`src/rtl/tc_keyed_regs_pkg.sv`:
```
package tc_keyed_regs_pkg;

  // Register offsets (software decodes these)
  localparam logic [7:0] OFF_GRST  = 8'h00;
  localparam logic [7:0] OFF_GCTL  = 8'h04;
  localparam logic [7:0] OFF_RXC   = 8'h20;
  localparam logic [7:0] OFF_STAT  = 8'h68;
  localparam logic [7:0] OFF_PEND  = 8'h6C;
  localparam logic [7:0] OFF_MASK  = 8'h70;
  localparam logic [7:0] OFF_CLR   = 8'h74;

  // Field positions
  localparam int SRST_BIT  = 0;
  localparam int RAND_BIT  = 10;
  localparam int NRZM_BIT  = 11;
  localparam int PPS_BIT   = 12;
  localparam int RXEN_BIT  = 0;
  localparam int RXRST_BIT = 3;

  typedef enum logic [2:0] {
    SEL_NONE,
    SEL_GCTL,
    SEL_RXC,
    SEL_PEND,
    SEL_MASK
  } rdSel_e;

  typedef struct packed {
    logic   softRst;
    logic   gctlWr;
    logic   rxcWr;
    logic   maskWr;
    logic   clrWr;
    logic   statRd;
    logic   rdReq;
    rdSel_e rdSel;
  } strobes_t;

endpackage

```
`src/rtl/tc_keyed_regs_ctrl.sv`:
```
module tc_keyed_regs_ctrl
  import tc_keyed_regs_pkg::*;
#(
  parameter int         ADDR_W   = 8,
  parameter logic [7:0] KEY_BYTE = 8'h55
) (
  input  logic              wrEn,
  input  logic              rdEn,
  input  logic [ADDR_W-1:0] addr,
  input  logic [7:0]        keyByte,
  input  logic              srstBit,
  output strobes_t          st
);

  logic keyOk;
  logic hitGrst, hitGctl, hitRxc, hitStat, hitPend, hitMask, hitClr;

  assign keyOk   = (keyByte == KEY_BYTE);
  assign hitGrst = (addr == ADDR_W'(OFF_GRST));
  assign hitGctl = (addr == ADDR_W'(OFF_GCTL));
  assign hitRxc  = (addr == ADDR_W'(OFF_RXC));
  assign hitStat = (addr == ADDR_W'(OFF_STAT));
  assign hitPend = (addr == ADDR_W'(OFF_PEND));
  assign hitMask = (addr == ADDR_W'(OFF_MASK));
  assign hitClr  = (addr == ADDR_W'(OFF_CLR));

  always_comb begin
    st         = '0;
    st.softRst = wrEn && hitGrst && keyOk && srstBit;
    st.gctlWr  = wrEn && hitGctl && keyOk;
    st.rxcWr   = wrEn && hitRxc && keyOk;
    st.maskWr  = wrEn && hitMask;
    st.clrWr   = wrEn && hitClr;
    st.statRd  = rdEn && hitStat;
    st.rdReq   = rdEn;
    if (hitGctl)                st.rdSel = SEL_GCTL;
    else if (hitRxc)            st.rdSel = SEL_RXC;
    else if (hitStat || hitPend) st.rdSel = SEL_PEND;
    else if (hitMask)           st.rdSel = SEL_MASK;
    else                        st.rdSel = SEL_NONE;
  end

endmodule

```
`src/rtl/tc_keyed_regs_dp.sv`:
```
module tc_keyed_regs_dp
  import tc_keyed_regs_pkg::*;
#(
  parameter int NUM_EVT = 6
) (
  input  logic               clk,
  input  logic               rstN,
  input  strobes_t           st,
  input  logic [2:0]         modeIn,
  input  logic               rxEnIn,
  input  logic               rxRstIn,
  input  logic [NUM_EVT-1:0] bitsIn,
  input  logic [NUM_EVT-1:0] evtPulse,
  output logic [31:0]        rdData,
  output logic               rdValid,
  output logic               irq,
  output logic [2:0]         modeQ,
  output logic               rxEnQ,
  output logic               rxRstQ,
  output logic               softRstQ
);

  logic [NUM_EVT-1:0] pendQ, pendNext, maskQ, clrBits;
  logic [31:0]        rdMux;

  assign clrBits = (st.clrWr ? bitsIn : '0) | (st.statRd ? '1 : '0);

  // One sticky cell per event source; a set pulse wins over a clear
  for (genvar i = 0; i < NUM_EVT; i++) begin : gPend
    assign pendNext[i] = evtPulse[i] | (pendQ[i] & ~clrBits[i]);
  end

  always_comb begin
    rdMux = '0;
    case (st.rdSel)
      SEL_GCTL: begin
        rdMux[RAND_BIT] = modeQ[0];
        rdMux[NRZM_BIT] = modeQ[1];
        rdMux[PPS_BIT]  = modeQ[2];
      end
      SEL_RXC:  rdMux[RXEN_BIT] = rxEnQ;
      SEL_PEND: rdMux = 32'(pendQ);
      SEL_MASK: rdMux = 32'(maskQ);
      default:  rdMux = '0;
    endcase
  end

  always_ff @(posedge clk) begin
    if (!rstN) begin
      pendQ    <= '0;
      maskQ    <= '0;
      modeQ    <= '0;
      rxEnQ    <= 1'b0;
      rxRstQ   <= 1'b0;
      softRstQ <= 1'b0;
      irq      <= 1'b0;
      rdData   <= '0;
      rdValid  <= 1'b0;
    end else if (st.softRst) begin
      pendQ    <= '0;
      maskQ    <= '0;
      modeQ    <= '0;
      rxEnQ    <= 1'b0;
      rxRstQ   <= 1'b0;
      softRstQ <= 1'b1;
      irq      <= 1'b0;
      rdData   <= '0;
      rdValid  <= st.rdReq;
    end else begin
      softRstQ <= 1'b0;
      rxRstQ   <= st.rxcWr && rxRstIn;
      if (st.gctlWr) modeQ <= modeIn;
      if (st.rxcWr)  rxEnQ <= rxEnIn;
      if (st.maskWr) maskQ <= bitsIn;
      pendQ    <= pendNext;
      irq      <= |(pendQ & maskQ);
      rdValid  <= st.rdReq;
      rdData   <= st.rdReq ? rdMux : '0;
    end
  end

endmodule

```
`src/rtl/tc_keyed_regs.sv`:
```
module tc_keyed_regs
  import tc_keyed_regs_pkg::*;
#(
  parameter int         ADDR_W   = 8,
  parameter int         NUM_EVT  = 6,
  parameter logic [7:0] KEY_BYTE = 8'h55
) (
  input  logic               clk,
  input  logic               rstN,
  input  logic               wrEn,
  input  logic               rdEn,
  input  logic [ADDR_W-1:0]  addr,
  input  logic [31:0]        wdata,
  output logic [31:0]        rdData,
  output logic               rdValid,
  input  logic [NUM_EVT-1:0] evtPulse,
  output logic               irq,
  output logic               modeRand,
  output logic               modeNrzm,
  output logic               modePps,
  output logic               rxEnable,
  output logic               rxResetPulse,
  output logic               coreResetPulse
);

  strobes_t   st;
  logic [2:0] modeQ;

  tc_keyed_regs_ctrl #(.ADDR_W(ADDR_W), .KEY_BYTE(KEY_BYTE)) uCtrl (
    .wrEn    (wrEn),
    .rdEn    (rdEn),
    .addr    (addr),
    .keyByte (wdata[31:24]),
    .srstBit (wdata[SRST_BIT]),
    .st      (st)
  );

  tc_keyed_regs_dp #(.NUM_EVT(NUM_EVT)) uDp (
    .clk      (clk),
    .rstN     (rstN),
    .st       (st),
    .modeIn   ({wdata[PPS_BIT], wdata[NRZM_BIT], wdata[RAND_BIT]}),
    .rxEnIn   (wdata[RXEN_BIT]),
    .rxRstIn  (wdata[RXRST_BIT]),
    .bitsIn   (wdata[NUM_EVT-1:0]),
    .evtPulse (evtPulse),
    .rdData   (rdData),
    .rdValid  (rdValid),
    .irq      (irq),
    .modeQ    (modeQ),
    .rxEnQ    (rxEnable),
    .rxRstQ   (rxResetPulse),
    .softRstQ (coreResetPulse)
  );

  assign modeRand = modeQ[0];
  assign modeNrzm = modeQ[1];
  assign modePps  = modeQ[2];

endmodule

```
`config.mk`:
```
export PLATFORM = sky130hd
export DESIGN_NAME = tc_keyed_regs
export DESIGN_NICKNAME = d
export VERILOG_FILES = /design/src/rtl/tc_keyed_regs_pkg.sv /design/src/rtl/tc_keyed_regs_ctrl.sv /design/src/rtl/tc_keyed_regs_dp.sv /design/src/rtl/tc_keyed_regs.sv
export SDC_FILE = /design/constraint.sdc
export NUM_CORES = 1
export LEC_CHECK = 0
export ABC_CLOCK_PERIOD_IN_PS = 2500
export BUFFER_PORTS_ARGS = -buffer_cell sky130_fd_sc_hd__buf_4
export CAP_MARGIN = 20
export CORE_MARGIN = 2
export CORE_UTILIZATION = 35
export CTS_CLUSTER_DIAMETER = 80
export DETAILED_ROUTE_END_ITERATION = 6
export GPL_TIMING_DRIVEN = 0
export PLACE_DENSITY = 0.64
export REMOVE_ABC_BUFFERS = 1
export SYNTH_ARGS = -nofsm -noshare
export SYNTH_HDL_FRONTEND = slang
export SYNTH_SLANG_ARGS = --single-unit
```
`constraint.sdc`:
```
create_clock -name clk -period 2.5 [get_ports clk]
set_input_delay 0.5 -clock clk [delete_from_list [all_inputs] [get_ports clk]]
set_output_delay 0.5 -clock clk [all_outputs]
set_load 0.05 [all_outputs]
```
Yosys cells after proc, flatten, opt, wreduce, memory -nomap -nowiden:

Index checks and enable logic that the tools add are counted.

* register bits after elaboration: 52
* input port bits: 50
* output and inout bits: 40
* word-level logic and storage cells: 71

* equality and inequality tests: 11
* muxes and demuxes: 9
* bitwise operators: 23
* reductions and logical operators: 17

Operators with widths (number)
* $eq 8x7->1 const B: 5
* $mux 3: 4
* $mux 6: 2
* $logic_and 1x1->1: 11
* $pmux 5 s2: 1
* $not 1->1: 9
* $eq 8x3->1 const B: 1
* $eq 8x6->1 const B: 1
* $logic_not 8->1: 1
* $and 1x1->1: 6
* $and 6x6->6: 1
* $eq 3x2->1 const B: 2
* $or 1x1->1: 6
* $or 6x6->6: 1
* $reduce_or 6->1: 1
* $reduce_or 4->1: 1
* $eq 3x1->1 const B: 1
* $eq 3x3->1 const B: 1
* $pmux 1 s3: 1
* $reduce_or 3->1: 1
* $reduce_or 2->1: 1
* $logic_or 1x1->1: 1
* $mux 1: 1

Logic depth before layout (Yosys ltp):

* word-level depth: 8
* depth in mapped cells: 5
* mapped depth without buffers: 4

Cells and area by module:

A second synthesis with hierarchy kept.

* cells, all modules: 153
* area, all modules: 1403.8 µm²

Modules (own cells, without submodules)
* tc_keyed_regs_dp: times used 1, cells each 126, area each 1201.2 µm²
* tc_keyed_regs_ctrl: times used 1, cells each 27, area each 202.7 µm²

Worst setup path after synthesis:

OpenSTA, ideal clock, no wires.

* kind: input-to-reg
* from: in wdata[27]
* to: reg uDp.pendQ[3]
* arrival time: 1.448 ns
* required time: 2.384 ns
* slack: 0.936 ns
* cell stages on the path: 5
* cells stage by stage: nor4bb_1 -> and4_1 -> a31o_2 -> buf_4 -> nor2_1

* word-level cells in the longest chain between the ends: 4

RTL lines
* from (decl): line tc_keyed_regs.sv:13 `input logic [31:0] wdata,`
* $eq 8x7->1: line tc_keyed_regs_ctrl.sv:18 `assign keyOk = (keyByte == KEY_BYTE);`
* $logic_and 1x1->1 (2 in a row): line tc_keyed_regs_ctrl.sv:29 `st.softRst = wrEn && hitGrst && keyOk && srstBit;`
* $reduce_or 2->1 (no line)
* to (signal assigned): line tc_keyed_regs_dp.sv:75 `pendQ <= pendNext;`
* to (decl): line tc_keyed_regs_dp.sv:23 `logic [NUM_EVT-1:0] pendQ, pendNext, maskQ, clrBits;`

No other way between the ends.
A chain may end at the register's enable or synchronous reset.

Worst setup path in the final report:

* from: in addr[6]
* to: reg uDp.rxRstQ

* word-level cells in the longest chain between the ends: 5
* elaborated cells between the ends (all ways): 9

RTL lines
* from (decl): line tc_keyed_regs.sv:12 `input logic [ADDR_W-1:0] addr,`
* $logic_not 8->1: line tc_keyed_regs_ctrl.sv:19 `assign hitGrst = (addr == ADDR_W'(OFF_GRST));`
* $logic_and 1x1->1 (3 in a row): line tc_keyed_regs_ctrl.sv:29
* $reduce_or 2->1 (no line)
* to (signal assigned): line tc_keyed_regs_dp.sv:71 `rxRstQ <= st.rxcWr && rxRstIn;`
* to (decl): line tc_keyed_regs_dp.sv:19 `output logic rxRstQ,`

Several ways; a longest one is shown, not always the timed one.

==> flow_summary.ini <==
[outcome]
status = finished clean

[placed_design]
dp.cells = 244
port_buffers = 51
dpl_cell_area_mm2 = 0.00174
hpwl_mm = 2.44
place_congestion = 0.731
pre_cts_ws_ns = 0.508

[worst_setup_path]
crit_path_max_fanout = 14
critPathKind = in2reg
cp-start-kind = primary input
cp-end-kind = flip-flop
path_cells = buf_4, nor4_1, and4_1, a31o_2, nor2_1
cp.required_ns = 2.66
crit_arrival_ns = 1.82
crit_family = simple AND/OR/NAND/NOR gates
cpMaxStageDelayCell = nor4_1
cpPeakStageDelay_ns = 0.38
cp.buffers_inverters = 1

[sta]
timing.fmax_mhz = 602
drv_slew = 0
holdWs_ns = 0.423
final.setup_skew_ns = 0.00697
timing.final.hold_violations = 0
fin_ws_ns = 0.840
setup_viol = 0
rsz0062_at_grt = false
post-route-min-period_ns = 1.66
slew_headroom_pct = 66.9
tightest_slew_ns = 0.495
post-route-period-util_pct = 66.4
fin_setup_tns_ns = 0

[drt]
wl_per_cell_um = 12.6
drc = 0
drtPass1Iterations = 4
ant_nets = 0
totalWireLength_mm = 3.16
viasPerCell = 4.78
drtIter0Drc = 67
num_vias = 1199

[finish]
mostFrequentLayoutCell = buf_4
synthToLayoutAreaGrowth_pct = 29.7
drive_gt1_share_pct = 31.8
layout_common_cells = buf_4 (51), dfxtp_1 (29), conb_1 (23), nor2_1 (19), nand2_1 (9)
layout.nets = 251
post-route-util_pct = 46.3
stdcell_count = 251
n_antenna_cell = 0
stdcell_area_mm2 = 0.00183

[clock_tree]
numCtsBuffers = 5
worstSkewPairLatency_ns = 0.28
clk_pin_slew_ns = 0.05
cts_tree = built
htreeDepth = 2
cts-root-buf = clkbuf_8
cts_buffer_depth = 2
clock_sinks = 29
cts_setup_buffers = 0
postCtsHoldBufs = 0
ctsResizeCount = 0

[global_route]
grt_max_degree = 15
grt_pass1_vias = 1073
grt_usage_pct = 14.8
overflow = 0
grt_antenna_before_repair = 0
grt_pass1_wl_mm = 4.91

[die]
pin_count = 90
initial_core_util_pct = 35.7
die_w_um = 67.4
die_y_um = 67.4
num_rows = 23
core-area_mm2 = 0.00394
die_area_mm2 = 0.00454

[pwr]
p_leak_nw = 0.859
report.power.total_mw = 1.02
peakVddDrop_v = 0.000187
power_density_mw_per_mm2 = 561

[logic_synthesis]
synth_seq_area_share_pct = 41.2
synth_cell_types = 32
synth_warnings = 0
synth_area_mm2 = 0.00141
ys_ff_latch = 29
synthCells = 149
postSynthAreaPerCell_um2 = 9.45

[min_path]
hold_class = in2reg

[job]
maxCapViolations = 0
-- cells by family after synthesis --
| family | count (synthesis) | synth area share [%] |
|---|---|---|
| DFF | 29 | 41.2 |
| other | 1 | 0.266 |
| muxes | 6 | 4.27 |
| and+or+nand+nor | 58 | 26.6 |
| buffers and inverters | 30 | 14.5 |
| AOI/OAI and AO/OA | 25 | 13.2 |
-- registers in the layout, indices dropped and copies added (netlist names) --
register      count
uDp.rdData        9
uDp.maskQ         6
uDp.rxRstQ        1
uDp.irq           1
uDp.rdValid       1
uDp.pendQ         6
uDp.modeQ         3
uDp.softRstQ      1
uDp.rxEnQ         1
-- worst reg2reg max path, stage by stage (launching register included) --
cell	delay, ns
dfxtp_1	0.33
a32o_1	0.21
a32oi_1	0.19
nor2_1	0.07
-- cell type report --
| class | count | area, um2 |
|---|---|---|
| fillers | 388 | 2120 |
| multi-input cells | 112 | 706 |
| clock buffers | 7 | 86.3 |
| repair buffers | 51 | 383 |
| inverters | 2 | 7.51 |
| well taps | 50 | 62.6 |
| flip-flops and latches | 29 | 581 |
-- cell usage after synthesis --
cell type / number / area (um2)
a31o_2: 2 / 17.5
o22ai_1: 4 / 25.0
nand3_2: 1 / 10.0
mux2i_1: 6 / 60.1
nand2_1: 9 / 33.8
and2_1: 4 / 25.0
nor4_4: 1 / 21.3
buf_4: 24 / 180
nand4_1: 8 / 50.1
clkbuf_1: 2 / 7.51
nand4b_1: 1 / 8.76
inv_1: 2 / 7.51
and3b_1: 2 / 17.5
and4b_1: 1 / 10.0
a31oi_1: 7 / 43.8
buf_2: 1 / 5.00
nor4b_2: 1 / 15.0
conb_1: 1 / 3.75
a32oi_1: 1 / 8.76
a32o_1: 1 / 10.0
nor4b_4: 2 / 47.6
nor4bb_1: 1 / 10.0
nor4_1: 1 / 6.26
nor2b_1: 1 / 6.26
nor2_1: 19 / 71.3
dfxtp_1: 29 / 581
a22oi_1: 8 / 60.1
and3_1: 3 / 18.8
buf_1: 1 / 3.75
o211a_1: 2 / 20.0
nor3_1: 1 / 5.00
and4_1: 2 / 17.5
-- routing by layer --
metal	vias up	wire length (um)	share of wire [%]	track usage, %
met2	50	1550	49	24.8
met5	-	0	0	0
li1	600	-	-	-
met4	0	48	1.5	8.42
met1	545	1350	43	17.3
met3	4	210	6.7	3.67
-- where the power goes --
part	internal, mW	switching [mW]	total, mW
registers	0.470	0.00617	0.477
logic	0.0490	0.119	0.168
clock network	0.217	0.162	0.380
-- path summary, 6_finish.rpt --
path | endpoint | slack (ns) | start | cells past startpoint
max | uDp.rxRstQ | 0.84 | addr[6] | 5
min | uDp.pendQ[2] | 0.42 | evtPulse[2] | 3
max reg2reg | uDp.rdData[0] | 1.58 | uDp.pendQ[0] | 3
min reg2reg | uDp.rxEnQ | 0.49 | uDp.rxEnQ | 2
Note: power is estimated with default switching activity, not from simulation.
